`src/rtl/lrs_pkg.sv`:
```
package lrs_pkg;

  localparam int LANE_DATA_W = 8;
  localparam int LANE_W      = LANE_DATA_W + 1;

  typedef enum logic [1:0] {
    MODE_HOLD    = 2'd0,
    MODE_PASS    = 2'd1,
    MODE_CAPTURE = 2'd2
  } lane_mode_e;

  // Transparency dominates; otherwise a detected rise loads when enabled.
  function automatic lane_mode_e pick_mode(input logic le,
                                           input logic ce_n,
                                           input logic rise);
    lane_mode_e m;
    if (le)                m = MODE_PASS;
    else if (!ce_n && rise) m = MODE_CAPTURE;
    else                   m = MODE_HOLD;
    return m;
  endfunction

endpackage

```
`src/rtl/lrs_rst_sync.sv`:
```
module lrs_rst_sync #(
  parameter int STAGES = 2
) (
  input  logic clk,
  input  logic rst_n,
  output logic srst_n
);
  logic [STAGES-1:0] chain_q;
  logic [STAGES-1:0] chain_d;

  always_comb begin
    chain_d = {chain_q[STAGES-2:0], 1'b1};
  end

  always_ff @(posedge clk or negedge rst_n) begin
    if (!rst_n) chain_q <= '0;
    else        chain_q <= chain_d;
  end

  assign srst_n = chain_q[STAGES-1];
endmodule

```
`src/rtl/lrs_edge_det.sv`:
```
module lrs_edge_det (
  input  logic clk,
  input  logic bus_clk,
  output logic rise
);
  // Sample register tracks the bus clock in every cycle, reset or not,
  // so no false rise appears when reset is released.
  logic prev_q;

  always_ff @(posedge clk) begin
    prev_q <= bus_clk;
  end

  always_comb begin
    rise = bus_clk & ~prev_q;
  end
endmodule

```
`src/rtl/lrs_lane.sv`:
```
module lrs_lane
  import lrs_pkg::*;
#(
  parameter int WIDTH = LANE_W
) (
  input  logic             clk,
  input  logic             srst_n,
  input  logic             le,
  input  logic             rise,
  input  logic             ce_n,
  input  logic [WIDTH-1:0] d,
  output logic [WIDTH-1:0] q
);
  lane_mode_e       mode;
  logic             load_en;
  logic [WIDTH-1:0] store_q;

  always_comb begin
    mode    = pick_mode(le, ce_n, rise);
    load_en = (mode != MODE_HOLD);
  end

  always_ff @(posedge clk or negedge srst_n) begin
    if (!srst_n)      store_q <= '0;
    else if (load_en) store_q <= d;
  end

  always_comb begin
    q = (mode == MODE_PASS) ? d : store_q;
  end
endmodule

```
`src/rtl/lrs_stage.sv`:
```
module lrs_stage
  import lrs_pkg::*;
#(
  parameter int LANES     = 2,
  parameter int RST_STAGE = 2
) (
  input  logic                     clk,
  input  logic                     rst_n,
  input  logic                     bus_clk,
  input  logic                     le,
  input  logic [LANES-1:0]         ce_n,
  input  logic                     oe_n,
  input  logic [LANES*LANE_W-1:0]  d_in,
  output logic [LANES*LANE_W-1:0]  q_out,
  output logic                     drive_en
);
  localparam int WORD_W = LANES * LANE_W;

  logic srst_n;
  logic rise;

  lrs_rst_sync #(.STAGES(RST_STAGE)) u_rst (
    .clk    (clk),
    .rst_n  (rst_n),
    .srst_n (srst_n)
  );

  lrs_edge_det u_edge (
    .clk     (clk),
    .bus_clk (bus_clk),
    .rise    (rise)
  );

  for (genvar l = 0; l < LANES; l++) begin : g_lane
    lrs_lane #(.WIDTH(LANE_W)) u_lane (
      .clk    (clk),
      .srst_n (srst_n),
      .le     (le),
      .rise   (rise),
      .ce_n   (ce_n[l]),
      .d      (d_in[l*LANE_W +: LANE_W]),
      .q      (q_out[l*LANE_W +: LANE_W])
    );
  end

  always_comb begin
    drive_en = ~oe_n;
  end

  logic [WORD_W-1:0] unused_w;
  assign unused_w = '0;
endmodule

```
`config.mk`:
```
export PLATFORM = sky130hd
export DESIGN_NAME = lrs_stage
export DESIGN_NICKNAME = d
export VERILOG_FILES = /design/src/rtl/lrs_pkg.sv /design/src/rtl/lrs_rst_sync.sv /design/src/rtl/lrs_edge_det.sv /design/src/rtl/lrs_lane.sv /design/src/rtl/lrs_stage.sv
export SDC_FILE = /design/constraint.sdc
export NUM_CORES = 1
export LEC_CHECK = 0
export BUFFER_PORTS_ARGS = -buffer_cell sky130_fd_sc_hd__buf_2
export CORE_MARGIN = 1
export CORE_UTILIZATION = 45
export CTS_CLUSTER_DIAMETER = 200
export DETAILED_ROUTE_END_ITERATION = 6
export HOLD_SLACK_MARGIN = 0.1
export MAX_ROUTING_LAYER = met4
export PLACE_DENSITY = 0.74
export SLEW_MARGIN = 20
export SYNTH_ARGS = -nofsm -noshare
export SYNTH_HDL_FRONTEND = slang
export SYNTH_SLANG_ARGS = --single-unit
```
`constraint.sdc`:
```
create_clock -name clk -period 0.9 [get_ports clk]
set_input_delay 0.09 -clock clk [delete_from_list [all_inputs] [get_ports clk]]
set_output_delay 0.09 -clock clk [all_outputs]
set_load 0.01 [all_outputs]
```
Yosys cells after proc, flatten, opt, wreduce, memory -nomap -nowiden
Cells that the tools add are included.

Reduce and logical (&&, ||, !) cells: 6. Bitwise gates (word level): 3. Equality and inequality tests: 2. Muxes and demuxes: 6.

Operators with widths (count): 9-bit two-way mux (2); 2-bit two-way mux (4); 2-bit by 1-bit equality test with 1-bit output (second input constant) (2); 2-bit nonzero test (2); 1-bit logical AND (2); 1-bit zero test (2); 1-bit NOT (2); 1-bit AND (1).

Logic and storage cells: 21. Flip-flop bits (word level): 21.

Logic depth before layout (Yosys ltp)
Depth in word-level cells: 7. Gate-level depth with buffers: 5. Mapped depth without buffers: 2.

Hierarchy
A second synthesis with hierarchy kept.

Cell total of the unflattened synthesis: 66. Area total of the unflattened synthesis: 1009.7 um2.

By module, submodules not included: lrs_lane (area each 459.2 um2, cells an instance 30, sequential area each 225.2 um2, instances 2); lrs_rst_sync (area each 53.8 um2, cells an instance 3, sequential area each 50.0 um2, instances 1); lrs_edge_det (area each 33.8 um2, cells an instance 2, sequential area each 20.0 um2, instances 1); lrs_stage (area each 3.8 um2, cells an instance 1, sequential area each 0.0 um2, instances 1).

Least setup slack after synthesis
No wires, ideal clock.

Kind: register to register. Start point: reg u_edge.prev_q. End point: reg g_lane[1].u_lane.store_q[1]. Setup time: 0.139 ns. Data required time: 0.761 ns. Period minus slack after synthesis: 1.016 ns. Cell stages (with the launch flop): 4. Setup slack: -0.116 ns. Arrival time: 0.877 ns. Buffers on the path: 1. Cells stage by stage: dfxtp_1 -> buf_2 -> nor3b_4 -> o211ai_1.

Word-level cells in the longest chain between the ends: 6.

RTL lines: start, declared (line lrs_edge_det.sv:8) `logic prev_q;`; start signal, assigned (line lrs_edge_det.sv:11) `prev_q <= bus_clk;`; 1-bit NOT (line lrs_edge_det.sv:15) `rise = bus_clk & ~prev_q;`; 1-bit AND (line lrs_edge_det.sv:15); 1-bit logical AND (line lrs_pkg.sv:18) `else if (!ce_n && rise) m = MODE_CAPTURE;`; 2-bit two-way mux (line lrs_pkg.sv:18); 2-bit two-way mux (line lrs_pkg.sv:17) `if (le) m = MODE_PASS;`; 2-bit nonzero test (line lrs_lane.sv:20) `load_en = (mode != MODE_HOLD);`; end signal, assigned (line lrs_lane.sv:24) `if (!srst_n) store_q <= '0;`; end signal, assigned (line lrs_lane.sv:25) `else if (load_en) store_q <= d;`; end, declared (line lrs_lane.sv:16) `logic [WIDTH-1:0] store_q;`.

No other way between the ends. A chain may end at the register's enable or synchronous reset.

Worst setup path in the final report
Start point: reg g_lane[1].u_lane.store_q[4]. End point: out q_out[13].

Word-level cells in the longest chain between the ends: 1.

RTL lines: 9-bit two-way mux (line lrs_lane.sv:29) `q = (mode == MODE_PASS) ? d : store_q;`; end, declared (line lrs_stage.sv:14) `output logic [LANES*LANE_W-1:0] q_out,`.

No other way between the ends.

==> results by group <==
Power
  • Power per cell area: approximately 1300 nW/um^2
  • Clk network pwr share: between 20% and 30%
  • Peak supply drop: around 1.2 mV
  • Leak: ~0.87 nW
  • P_int: about 1.6 mW
  • Gate power share: a little over 30%
  • Sw frac: between 30% and 40%
  • Flop pwr share: approximately 48%
  • Sw Pwr: 671 uW

CTS
  • CTS Buffer Depth: 2
  • Root Driver: clkbuf_4
  • CTS clk-pin slew, worst paths: 0.13 ns
  • TritonCTS clock tree: yes
  • Skew-Pair Late Insertion Delay: roughly 0.31 ns
  • # H-tree levels: 1
  • CTS buffer count: 3
  • Clk sink count: 21

Logic synthesis
  • Cell count after synthesis: ~130
  • Synth area leaders: dfrtp_1 (42%), nand4bb_1 (17%), nand2_1 (11%)
  • Synthesized cell area: roughly 1200 um^2
  • Yosys cell types: 12
  • Top cell type's share of synthesized area: a little over two fifths
  • Synth warnings: 0
  • Dominant cell type by area after synthesis: dfrtp_1
  • Seq cells post-synth: 21
  • Post-synthesis net count: 150
  • Avg Inst Size Synth: roughly 9.6 um^2
  • Register area share after synthesis: roughly 43%

STA
  • Final setup fails: 36
  • Hold Fails Final Rpt: 0
  • Clock Skews: 0.00246 ns
  • Fin crit share: 124%
  • Post-route setup TNS: -4.74 ns
  • Fmax achieved: 0.895 GHz
  • Setup ws final: -0.217 ns
  • Final min period: 1.12 ns
  • Final Max Tran Viols: 0
  • RSZ-0062 raised after global routing: yes

Floorplanning
  • IO Pins: 44
  • Die area: roughly 2900 um^2
  • Row count: 18
  • Core ar.: 2500 um^2
  • Starting Density: 48.0%
  • Die height: roughly 54 um
  • Chip width: 53.6 um

Cells and area
  • N_diodes: 0
  • Fill cell count: ~200
  • Commonest non-fill, non-tap cell in the layout: buf_2
  • Layout cell share with drive strength beyond 1: between 40% and 50%
  • NumNets Final: about 230
  • Post-Layout Cell Count: 230
  • Most frequent cells in the layout: buf_2 (41), nand2_1 (36), buf_4 (27)
  • Area growth from synthesis to layout: 47.1%
  • Post-route cell area: about 1800 um^2

Routing
  • Final wirelength: 3300 um
  • DR DRC count: 0
  • First drt pass iteration count: 4
  • Drt initial violations: 25
  • Vias/cell: 5.21
  • Routed WL per cell: 14.4 um
  • DR vias: roughly 1.2k
  • Post-route ant nets: 0

Run status
  • Violated checks: setup timing
  • Outcome: complete, but fails checks

Worst setup path
  • CP peak stage delay: roughly 0.39 ns
  • Buf+Inv Stages, Crit Path: 1
  • CP Capture Type: primary output
  • Slowest CP cell: dfrtp_1
  • Worst path top cell family by delay: flip-flops
  • Critical path class: reg -> out
  • CP required: 0.81 ns
  • CP Max Fanout: 2
  • Worst Path Arrival: just over 1 ns
  • Ordered cell list for the critical path: nand2b_1 -> nand2_1 -> buf_2
  • CP Launch Type: register

Global route
  • First-pass GRT wire length: ~5300 um
  • Vias in the first global route: 1183
  • Grt total ovfl: 0
  • Initial antenna violation count: 0
  • Largest net degree at the start of global routing: 37
  • Global Route Usage Sum: a little over a quarter

Placed design
  • Post-DP Area: between 1500 and 2000 um^2
  • Pre-CTS setup slack: -0.148 ns
  • Port Buffers: between 40 and 50
  • Final HPWL DP: 2050 um
  • Placed cells: 201
  • GPL Wtd Cong: about 0.73

Flow run
  • Max-cap violations: 0

Hold path
  • Hold Path Class: in -> reg
-- through the flow --
| stage | total power [mW] | hold WS (ns) | utilization (%) |
|---|---|---|---|
| detailed placement | 1.61 | -0.121 | 60.1 |
| global route | 2.34 | 0.0413 | 70.6 |
| floorplan | 1.39 | -0.206 | - |
| global placement | 1.59 | -0.124 | 60.1 |
| CTS | 2.21 | 0.0235 | 70.5 |
| finish | 2.22 | 0.0307 | 70.6 |
-- flip-flops by register name (all words and copies together) (netlist names) --
register and cells:
g_lane.u_lane.store_q 18, u_rst.chain_q 2, u_edge.prev_q 1
-- worst reg2reg max path, cell delays in order (launching register included) --
cell and delay [ns]:
dfxtp_4 0.40, nor3b_4 0.28, buf_6 0.16, o211ai_1 0.10
-- logic make-up (layout without fill, tap and decap cells) --
group / Yosys count / after routing / synth area share [%]
buffers and inverters: 11 / 86 / 4.38
other: 1 / 1 / 0.313
AND/OR/NAND/NOR: 74 / 74 / 40.7
AO/OA/AOI/OAI: 18 / 18 / 11.3
flip-flops: 21 / 21 / 43.4
-- synthesized netlist by cell type --
cell type	n
dfxtp_1	1
nor3b_4	2
nand2_1	36
clkbuf_1	5
buf_4	2
conb_1	1
buf_2	3
nand2b_1	18
o211ai_1	18
dfrtp_1	20
nand4bb_1	18
inv_1	1
-- metal layers --
layer  part of all wire, %  vias up  global-route usage, %
met5                     0        -                      -
met4                   1.5        0                   9.21
met3                   4.0        6                   2.54
met2                    51       42                   45.8
met1                    44      558                   32.2
li1                      -      593                      -
-- layout make-up --
| class | count | area [um^2] | area share, % |
|---|---|---|---|
| Multi-Input combinational cell | 93 | 627 | 35.5 |
| Timing Repair Buffer | 81 | 546 | 30.9 |
| Sequential cell | 21 | 524 | 29.7 |
| Tap cell | 30 | 37.5 | 2.13 |
| Clock buffer | 3 | 22.5 | 1.28 |
| Clock inverter | 1 | 5.00 | 0.283 |
| Inverter | 1 | 3.75 | 0.213 |
-- power groups by stage --
| stage | combinational [mW] | clock [mW] | sequential (mW) |
|---|---|---|---|
| floorplan | 0.310 | 0 | 1.08 |
| global placement | 0.509 | 0 | 1.08 |
| detailed placement | 0.527 | 0 | 1.08 |
| CTS | 0.659 | 0.491 | 1.06 |
| global route | 0.739 | 0.532 | 1.07 |
| finish | 0.674 | 0.486 | 1.06 |
-- worst paths after layout --
| check | slack (ns) | startpoint | depth (start not counted) | end |
|---|---|---|---|---|
| max reg2reg | -0.15 | u_edge.prev_q | 3 | g_lane[0].u_lane.store_q[1] |
| min in group asynchronous | 0.18 | u_rst.chain_q[1] | 1 | g_lane[0].u_lane.store_q[1] |
| min reg2reg | 0.18 | u_rst.chain_q[1] | 1 | g_lane[0].u_lane.store_q[1] |
| min | 0.03 | d_in[12] | 3 | g_lane[1].u_lane.store_q[3] |
| max | -0.22 | g_lane[1].u_lane.store_q[4] | 3 | q_out[13] |
| max in group asynchronous | 0.18 | rst_n | 3 | u_rst.chain_q[0] |
-- timing repair --
action | 4_1_cts | 5_1_grt
resized for setup | 11 | 2
endpoints found under the setup margin | 36 | 36
hold endpoints to repair | 21 | 17
hold buffers | 3 | 1
pin swaps | 15 | 5
buffers inserted | 22 | 3
No activity file was read; power rests on OpenSTA's default activity.
